File: src/rtl/irqm_pkg.sv
package irqm_pkg;
  localparam int unsigned CMD_W     = 8;
  localparam int unsigned CMD_ALL   = 6;
  localparam int unsigned CMD_IDX_W = 6;

  typedef enum logic [1:0] {
    RD_MASK = 2'd0,
    RD_SET  = 2'd1,
    RD_CLR  = 2'd2,
    RD_PEND = 2'd3
  } rd_sel_e;

  typedef struct packed {
    logic                 hit;
    logic                 all;
    logic [CMD_IDX_W-1:0] idx;
  } cmd_fields_t;

  function automatic cmd_fields_t cmd_split(input logic we, input logic [CMD_W-1:0] cmd);
    cmd_fields_t f;
    f.hit = we;
    f.all = we & cmd[CMD_ALL];
    f.idx = cmd[CMD_IDX_W-1:0];
    return f;
  endfunction
endpackage

File: src/rtl/irqm_rst_sync.sv
module irqm_rst_sync (
  input  logic clk_i,
  input  logic rst_ni,
  output logic rst_sync_no
);
  logic [1:0] stage_q;

  always_ff @(posedge clk_i or negedge rst_ni) begin
    if (!rst_ni) begin
      stage_q <= 2'b00;
    end else begin
      stage_q <= {stage_q[0], 1'b1};
    end
  end

  assign rst_sync_no = stage_q[1];
endmodule

File: src/rtl/irqm_cmd_decode.sv
module irqm_cmd_decode
  import irqm_pkg::*;
#(
  parameter int unsigned NUM_SRC = 64
) (
  input  logic               we_i,
  input  logic [CMD_W-1:0]   cmd_i,
  output logic [NUM_SRC-1:0] hit_o
);
  localparam int unsigned IDX_W = (NUM_SRC > 1) ? $clog2(NUM_SRC) : 1;

  cmd_fields_t fld;
  assign fld = cmd_split(we_i, cmd_i);

  for (genvar i = 0; i < NUM_SRC; i++) begin : g_bit
    logic sel;
    always_comb begin
      sel = (fld.idx[IDX_W-1:0] == IDX_W'(i));
      if (CMD_IDX_W > IDX_W) begin
        sel = sel && (fld.idx >> IDX_W) == '0;
      end
      hit_o[i] = fld.hit & (fld.all | sel);
    end
  end
endmodule

File: src/rtl/irqm_mask_reg.sv
module irqm_mask_reg #(
  parameter int unsigned NUM_SRC = 64
) (
  input  logic               clk_i,
  input  logic               rst_ni,
  input  logic               word_we_i,
  input  logic [NUM_SRC-1:0] word_wdata_i,
  input  logic               any_cmd_i,
  input  logic [NUM_SRC-1:0] set_hit_i,
  input  logic [NUM_SRC-1:0] clr_hit_i,
  output logic [NUM_SRC-1:0] mask_o
);
  logic [NUM_SRC-1:0] mask_q;
  logic [NUM_SRC-1:0] mask_d;
  logic               mask_en;

  always_comb begin
    mask_en = word_we_i | any_cmd_i;
    mask_d  = word_we_i ? word_wdata_i : mask_q;
    mask_d  = mask_d & ~clr_hit_i;
    mask_d  = mask_d | set_hit_i;
  end

  always_ff @(posedge clk_i or negedge rst_ni) begin
    if (!rst_ni) begin
      mask_q <= '1;
    end else if (mask_en) begin
      mask_q <= mask_d;
    end
  end

  assign mask_o = mask_q;
endmodule

File: src/rtl/irqm_read_mux.sv
module irqm_read_mux
  import irqm_pkg::*;
#(
  parameter int unsigned NUM_SRC = 64
) (
  input  logic [1:0]         rd_addr_i,
  input  logic [NUM_SRC-1:0] mask_i,
  input  logic [NUM_SRC-1:0] pend_i,
  output logic [NUM_SRC-1:0] rd_data_o
);
  always_comb begin
    unique case (rd_sel_e'(rd_addr_i))
      RD_MASK: rd_data_o = mask_i;
      RD_PEND: rd_data_o = pend_i;
      default: rd_data_o = '0;
    endcase
  end
endmodule

File: src/rtl/irq_mask_bank.sv
module irq_mask_bank
  import irqm_pkg::*;
#(
  parameter int unsigned NUM_SRC = 64
) (
  input  logic               clk_i,
  input  logic               rst_ni,
  input  logic               set_we_i,
  input  logic [CMD_W-1:0]   set_cmd_i,
  input  logic               clr_we_i,
  input  logic [CMD_W-1:0]   clr_cmd_i,
  input  logic               word_we_i,
  input  logic [NUM_SRC-1:0] word_wdata_i,
  input  logic [1:0]         rd_addr_i,
  output logic [NUM_SRC-1:0] rd_data_o,
  input  logic [NUM_SRC-1:0] irq_req_i,
  output logic [NUM_SRC-1:0] mask_o,
  output logic [NUM_SRC-1:0] pend_o
);
  logic               rst_sync_n;
  logic [NUM_SRC-1:0] set_hit;
  logic [NUM_SRC-1:0] clr_hit;
  logic [NUM_SRC-1:0] mask_q;

  irqm_rst_sync u_rst (
    .clk_i       (clk_i),
    .rst_ni      (rst_ni),
    .rst_sync_no (rst_sync_n)
  );

  irqm_cmd_decode #(.NUM_SRC(NUM_SRC)) u_set_dec (
    .we_i  (set_we_i),
    .cmd_i (set_cmd_i),
    .hit_o (set_hit)
  );

  irqm_cmd_decode #(.NUM_SRC(NUM_SRC)) u_clr_dec (
    .we_i  (clr_we_i),
    .cmd_i (clr_cmd_i),
    .hit_o (clr_hit)
  );

  irqm_mask_reg #(.NUM_SRC(NUM_SRC)) u_mask (
    .clk_i        (clk_i),
    .rst_ni       (rst_sync_n),
    .word_we_i    (word_we_i),
    .word_wdata_i (word_wdata_i),
    .any_cmd_i    (set_we_i | clr_we_i),
    .set_hit_i    (set_hit),
    .clr_hit_i    (clr_hit),
    .mask_o       (mask_q)
  );

  assign mask_o = mask_q;
  assign pend_o = irq_req_i & ~mask_q;

  irqm_read_mux #(.NUM_SRC(NUM_SRC)) u_rd (
    .rd_addr_i (rd_addr_i),
    .mask_i    (mask_q),
    .pend_i    (pend_o),
    .rd_data_o (rd_data_o)
  );
endmodule

File: config.mk
export PLATFORM = sky130hd
export DESIGN_NAME = irq_mask_bank
export DESIGN_NICKNAME = d
export VERILOG_FILES = /design/src/rtl/irqm_pkg.sv /design/src/rtl/irqm_rst_sync.sv /design/src/rtl/irqm_cmd_decode.sv /design/src/rtl/irqm_mask_reg.sv /design/src/rtl/irqm_read_mux.sv /design/src/rtl/irq_mask_bank.sv
export SDC_FILE = /design/constraint.sdc
export NUM_CORES = 1
export LEC_CHECK = 0
export ABC_CLOCK_PERIOD_IN_PS = 4200
export BUFFER_PORTS_ARGS = -buffer_cell sky130_fd_sc_hd__buf_2
export CORE_AREA = 2 2 135 137
export CTS_BUF_LIST = sky130_fd_sc_hd__clkbuf_8
export CTS_CLUSTER_SIZE = 10
export DETAILED_ROUTE_END_ITERATION = 6
export DIE_AREA = 0 0 137 139
export MAX_ROUTING_LAYER = met4
export PLACE_DENSITY = 0.65
export SLEW_MARGIN = 20
export SYNTH_ARGS = -nofsm -noshare
export SYNTH_HDL_FRONTEND = slang
export SYNTH_SLANG_ARGS = --single-unit
File: constraint.sdc
create_clock -name clk_i -period 4.2 [get_ports clk_i]
set_clock_uncertainty 0.2 [all_clocks]
set_input_delay 0.42 -clock clk_i [delete_from_list [all_inputs] [get_ports clk_i]]
set_output_delay 0.42 -clock clk_i [all_outputs]
set_load 0.1 [all_outputs]
# Word-level counts from Yosys, hierarchy flattened
# Index checks and enable logic that the tools add are counted.
# Widths: inputs -> output; s select.
[word_totals]
ff_bits = 66
in_bits = 151
output_inout_bits = 192
[classes]
eq_ne = 127
mux = 2
n_bitwise = 265
reduce_logical = 3
[op_table]
columns = ["operator", "n"]
rows = [
  ["$eq 6x6->1 const B", 64],
  ["$eq 6x5->1 const B", 32],
  ["$and 1x1->1", 130],
  ["$or 1x1->1", 130],
  ["$and 64x64->64", 2],
  ["$not 64->64", 2],
  ["$pmux 64 s2", 1],
  ["$eq 6x4->1 const B", 16],
  ["$mux 64", 1],
  ["$or 64x64->64", 1],
  ["$eq 6x3->1 const B", 8],
  ["$eq 6x2->1 const B", 4],
  ["$eq 6x1->1 const B", 2],
  ["$logic_not 6->1", 2],
  ["$eq 2x2->1 const B", 1],
  ["$logic_not 2->1", 1],
]

# Logic depth before layout (Yosys ltp)
# Gate-level depths: netlist of run 1.
[logic_depth]
depth_word = 6
mapped_depth = 6
ltp_nobuf = 4

# By module
# From an unflattened synthesis of run 1, not the netlist that was laid out.
[hier_totals]
hier_cells = 895
area_unflattened_um2 = 6517.5
[by_module_without_submodules]
columns = ["mod", "n_inst", "cells_per_inst", "area_each_um2", "seq_area_each_um2"]
rows = [
  ["irqm_mask_reg", 1, 476, 3842.4, 1681.6],
  ["irqm_cmd_decode", 2, 99, 571.8, 0.0],
  ["irqm_read_mux", 1, 153, 1071.0, 0.0],
  ["irq_mask_bank", 1, 65, 406.6, 0.0],
  ["irqm_rst_sync", 1, 3, 53.8, 50.0],
]

# Least setup slack after synthesis of run 1
# No wires, ideal clock.
[synth_timing]
path_kind = "input to output"
start = "input rd_addr_i[0]"
end = "output rd_data_o[21]"
t_arrival_ns = 2.684
t_required_ns = 3.580
setup_slack_ns = 0.896
path_stages = 6
n_path_buf = 2
path_cell_list = "inv_1 > ha_1 > clkbuf_1 > buf_1 > nand2_1 > a21oi_1"
[synth_between]
elab_chain_len = 2
word_cells_on_any_way = 3
cone_classes = "1 x eq/ne; 1 x mux; 1 x reduce/logical"
[synth_lines]
columns = ["element", "line_no", "source"]
rows = [
  ["from (decl)", "irq_mask_bank.sv:14", "input logic [1:0] rd_addr_i,"],
  ["$eq 2x2->1 / $logic_not 2->1 (equally long branches)", "irqm_read_mux.sv:12", "unique case (rd_sel_e'(rd_addr_i))"],
  ["$pmux 64 s2 (*)", "irqm_read_mux.sv:12", ""],
  ["to (decl)", "irq_mask_bank.sv:15", "output logic [NUM_SRC-1:0] rd_data_o,"],
]
# Every way passes the cells marked *; elsewhere a longest branch is shown, timed or not.

# Worst setup path after layout of run 1
[layout_timing]
start = "input rd_addr_i[0]"
end = "output rd_data_o[23]"
# The elaborated chain is that of the path after synthesis.

==> results of run 1 <==
## cell usage in the layout (no fill, tap or decap), types with 3 or more instances in the layout
cell type	instances
nand2_1	65
nand4bb_1	6
o32a_1	64
and4bb_4	6
a21oi_1	64
nor4b_4	3
mux2i_1	64
nor2b_1	64
buf_2	339
and4b_4	4
nand4b_1	4
buf_4	12
clkbuf_8	11
dfstp_2	64
nand3b_1	66
nor2_1	64
bufinv_16	3
a211oi_1	64
## cell families after synthesis
group | Yosys count
AOI/OAI and AO/OA | 192
muxes | 64
and+or+nand+nor | 300
DFF | 66
buffers and inverters | 70
other | 1
adders and majority gates | 2
## timing repair
action	in CTS	in global routing
hold buffers	1	0
buffers inserted	0	0
endpoints found under the hold margin	2	0
## worst min path at each step
stage                     cells after the start                         end
after CTS                                     2  u_rst.stage_q[1]$_DFF_PN0_
after detailed placement                      1  u_rst.stage_q[0]$_DFF_PN0_
after global routing                          2  u_rst.stage_q[1]$_DFF_PN0_
after floorplan                               0  u_rst.stage_q[0]$_DFF_PN0_
after global placement                        1  u_rst.stage_q[0]$_DFF_PN0_
final                                         0  u_rst.stage_q[1]$_DFF_PN0_
## registers in the layout (all words and copies together), names as in the netlist
signal / flops
u_mask.mask_o: 64
u_rst.stage_q: 2
## layout make-up
class	instances	area, µm²
clock inverters	5	100
clock buffers	11	151
diodes	1	2.50
multi-input cells	559	4000
well taps	229	287
fillers	1777	9580
repair buffers	352	1800
flip-flops and latches	66	1730
inverters	2	7.51
## layer usage
layer | wire length [µm] | part of all wire, %
met5 | 0 | 0
met4 | 767 | 2.9
met3 | 2160 | 8.3
met2 | 12400 | 48
met1 | 10700 | 41
## where the power goes
part | internal [µW] | switching [µW] | total (µW)
Sequential | 789 | 146 | 935
Combinational | 409 | 1710 | 2120
Clock | 425 | 274 | 700
Total | 1620 | 2130 | 3750
## metrics by stage
| step | setup slack (ns) | cells | cell area, µm² | utilization (%) | hold WS [ns] |
|---|---|---|---|---|---|
| after floorplan | 0.896 | 695 | 6060 | - | -0.0756 |
| after global placement | 1.19 | 1207 | 7810 | 44.2 | 0.00603 |
| after detailed placement | 1.18 | 1207 | 7810 | 44.2 | 0.00709 |
| after CTS | 1.18 | 1224 | 8070 | 45.7 | 0.156 |
| after global routing | 1.03 | 1225 | 8070 | 45.7 | 0.162 |
| final | 1.13 | 1225 | 8070 | 45.7 | 0.155 |
==> impl_metrics.tcl, run 1 <==
set metrics [dict create \
    critPathArrivalTime_ns 2.45 \
    wl_um 26100 \
    dieArea_mm2 0.0190 \
    synth_top_cell_area_share_pct 27.7 \
    layout.nets 1143 \
    met2_usage_pct 43.9 \
    antenna_found_initial 1 \
    grt_pass1_wl_um 38500 \
    min_path_type "flop to flop" \
    slowest_delay_ns 0.70 \
    synth_xor_area_share_pct 0 \
    wl_per_cell_um 21.3 \
    r2r-start "u_rst.stage_q[1]$_DFF_PN0_" \
    synth-compound-area-share_pct 23.8 \
    rsz0062_at_grt "false" \
    rows 49 \
    clockBufferDepth 2 \
    synth-seq-area-share_pct 28.6 \
    min_period_ns 3.07 \
    ff2ff_setup_slack_ns 2.67 \
    yosysTopAreaCell "dfstp_2" \
    cts_root_buffer "clkbuf_8" \
    fmax_ghz 0.326 \
    ios 343 \
    grt_max_degree 66 \
    initial_core_util_pct 34.3 \
    path_buf_inv 3 \
    crit_fanout 36 \
    core_area_mm2 0.0177 \
    ys_top_cells_by_area "dfstp_2 28%, mux2i_1 11%, o32a_1 11%" \
    cp.depth 6 \
    vias 6953 \
    synthMuxAreaShare_pct 10.6 \
    synth_common_cells "66 x nand2_1, 66 x nand3b_1" \
    worstSetupPathType "input pin to primary output" \
    grt_use_total_pct 27.2 \
    cap_viol_max_count 0 \
    clock_latency_ns 0.36 \
    viasPerCell 5.68 \
    cpMaxStageDelayCell "ha_2" \
    cts_resized 0 \
    p_leak_uw 0.00351 \
    ys.flop_type "dfstp_2" \
    power_uw 3750 \
    max_slew.worst_pin.slew_ns 0.968 \
    powerDensity_mw_per_mm2 465 \
    syn_inst 695 \
    ys_async_sr_fraction_pct 100 \
    ant_nets 0 \
    synth-simple-area-share_pct 30.9 \
    syn_to_final_growth_pct 33.1 \
    reg2regPathDepth 1 \
    grt_use_met3_pct 3.84 \
    required_ns 3.58 \
    met1_usage_pct 34.2 \
    synth_cell_types 38 \
    first_pass_iters 5 \
    h-tree-depth 3 \
    cp-end-kind "primary output" \
    synth-edff-count 0 \
    slew_violations 0 \
    ys_warn_count 0 \
    grt_overflow 0 \
    cts-buffers-inserted 9 \
    crit_path_start "rd_addr_i[0]" \
    setup_viol 0 \
    port_buffers 340 \
    cts_tree "built" \
    relSlewSlack_pct 35.3 \
    grt_pass1_vias 6559 \
    synthAdderAreaFrac_pct 0.413 \
    path_delay_family "buffers and inverters" \
    clk_pin_slew_ns 0.08 \
    die_w_um 137 \
    crit_path_end "rd_data_o[23]" \
    synth.avg_cell_area_um2 8.72 \
    r2r-end "u_mask.mask_o[51]$_DFFE_PN1P_" \
    hold_viol_final 0 \
    min-delay-start "u_rst.stage_q[0]$_DFF_PN0_" \
    netlist_area_mm2 0.00606 \
    gp_congestion 0.823 \
    place_hpwl_um 19100 \
    irDropWorstVdd_mv 0.270 \
    synth_top_family_by_area "simple AND/OR/NAND/NOR gates" \
    ys_seq_elements 66 \
    syn_nets 848 \
    drt_iter0_drc 535 \
    die_h_um 139 \
    cts.sinks 66 \
    crit_path_cell_trace "buf_2, ha_2, buf_4, nand3b_1, a21oi_1, buf_2" \
    path_common_cell "buf_2" \
    drive_gt1_share_pct 45.8 \
    drc_errors 0 \
    crit_path_start_kind "input pin" \
    period_share_pct 73.1 \
    top_usage_layer "met2" \
    fin_setup_tns_ns 0 \
    outcome "complete, no violations" \
]
No activity file was read; power rests on OpenSTA's default activity.
==> inputs of run 2 (changes only) <==
Settings changed: ABC_CLOCK_PERIOD_IN_PS 4200 to 3100, CORE_AREA 2 2 135 137 to 2 2 133 135, DIE_AREA 0 0 137 139 to 0 0 135 137, PLACE_DENSITY 0.65 to 0.67.
Clock period 4.2 ns to 3.1 ns, I/O delays scaled along.
==> run 2 against run 1 <==
  * Cell count up 0.24%
  * Wire length decreased by 2.7%
  * Clock power rose by 14%
  * Utilization grew 1.7 points
  * Flip-flop and latch count stayed put
  * Design area up 0.29%
  * Power rose by 32%
  * Die area shrank 2.9%
==> impl_metrics.tcl, run 2 (synthesis gave the netlist of run 1 again) <==
set metrics [dict create \
    outcome "complete, no violations" \
    required_ns 2.59 \
    die_w_um 135 \
    slew_violations 0 \
    multi_input_area_mm2 0.00400 \
    vias 6870 \
    first_pass_iters 5 \
    die_h_um 137 \
    crit_path_start_kind "input pin" \
    h-tree-depth 3 \
    dieArea_mm2 0.0185 \
    worstSetupPathType "input pin to primary output" \
    p_leak_uw 0.00352 \
    relSlewSlack_pct 39.9 \
    clk_pin_slew_ns 0.08 \
    min_period_ns 2.38 \
    grt_pass1_wl_um 37100 \
    syn_to_final_growth_pct 33.5 \
    cpMaxStageDelayCell "ha_2" \
    critPathArrivalTime_ns 1.87 \
    gp_congestion 0.835 \
    viasPerCell 5.59 \
    clock_latency_ns 0.37 \
    slowest_delay_ns 0.51 \
    grt_overflow 0 \
    port_buffers 340 \
    rsz0062_at_grt "false" \
    fin_setup_tns_ns 0 \
    initial_core_util_pct 35.5 \
    ios 343 \
    crit_path_cell_trace "buf_2, inv_1, ha_2, buf_12, a21oi_1, buf_2" \
    path_buf_inv 4 \
    place_hpwl_um 18700 \
    fmax_ghz 0.420 \
    path_common_cell "buf_2" \
    path_delay_family "buffers and inverters" \
    cts-buffers-inserted 9 \
    cts_root_buffer "clkbuf_8" \
    largest_register_ffs 64 \
    n_fill_cell 1694 \
    wl_per_cell_um 20.7 \
    grt_max_degree 65 \
    period_share_pct 76.7 \
    crit_fanout 33 \
    cts_tree "built" \
    drt_iter0_drc 570 \
    drc_errors 0 \
    cts_setup_buffers 0 \
    cp-end-kind "primary output" \
    setup_viol 0 \
    rows 48 \
    layout_commonest_cell "buf_2" \
    max_slew.worst_pin.slew_ns 0.902 \
    grt_use_total_pct 27.2 \
    powerDensity_mw_per_mm2 611 \
    cts.sinks 66 \
    drive_gt1_share_pct 45.7 \
    hold_viol_final 0 \
    core_area_mm2 0.0171 \
    min_path_type "input pin to async pin" \
    grt_pass1_vias 6275 \
    most-common-layout-cells "339 x buf_2, 66 x nand3b_1, 65 x nand2_1" \
    wl_um 25400 \
    irDropWorstVdd_mv 0.308 \
    fin_util_pct 47.5 \
    cap_viol_max_count 0 \
    layout.nets 1144 \
    clockBufferDepth 2 \
    regArea_mm2 0.00173 \
    antenna_found_initial 7 \
    ant_nets 0 \
]
-- run 2: cell type report --
| cell class | count | area share, % |
|---|---|---|
| inverters | 2 | 0.0927 |
| diodes | 7 | 0.216 |
| clock inverters | 4 | 0.525 |
| well taps | 225 | 3.48 |
| flip-flops and latches | 66 | 21.4 |
| multi-input cells | 559 | 49.3 |
| clock buffers | 12 | 2.04 |
| repair buffers | 353 | 22.9 |
-- run 2: power by group --
group	switching, µW	total [µW]	internal [µW]
combinational	2320	2880	564
clock	364	795	431
sequential	201	1270	1070
-- run 2: per-stage QoR --
step	power [µW]	cells	hold WS [ns]	area, µm²	setup slack [ns]
finish	4950	1228	0.0523	8100	0.722
global route	5130	1228	0.0612	8100	0.624
CTS	4950	1221	0.0514	8080	0.709
detailed placement	4160	1204	-0.102	7860	0.712
global placement	4140	1204	-0.105	7860	0.725
floorplan	3650	695	-0.186	6060	0.0157
-- run 2: final timing paths --
kind                       slack, ns                             to  cells past startpoint                     startpoint
max                             0.72                  rd_data_o[61]                      6                   rd_addr_i[0]
min reg2reg                     0.16     u_rst.stage_q[1]$_DFF_PN0_                      0     u_rst.stage_q[0]$_DFF_PN0_
min in group clk_i              0.16     u_rst.stage_q[1]$_DFF_PN0_                      0     u_rst.stage_q[0]$_DFF_PN0_
max in group asynchronous       1.93  u_mask.mask_o[24]$_DFFE_PN1P_                      1     u_rst.stage_q[1]$_DFF_PN0_
max reg2reg                     1.60  u_mask.mask_o[16]$_DFFE_PN1P_                      3  u_mask.mask_o[16]$_DFFE_PN1P_
min                             0.05     u_rst.stage_q[1]$_DFF_PN0_                      2                         rst_ni
-- run 2: worst register-to-register path, delay by kind of cell (launching register included) --
family             cells  cell delay [ns]
muxes                  1             0.11
AOI/OAI and AO/OA      2             0.56
DFF                    1             0.58
-- run 2: repair_timing --
item                                    4_1_cts  5_1_grt
endpoints found under the setup margin        0        0
gates resized for setup                       0        0
hold buffers                                  1        0
hold endpoints to repair                      2        0
-- run 2: layer usage --
layer	track usage [%]	vias to the layer above	wire length (µm)
met5	-	-	0
met4	6.54	0	339
met3	5.00	22	1760
met2	46.4	306	12600
met1	33.5	3306	10600
li1	-	3236	-
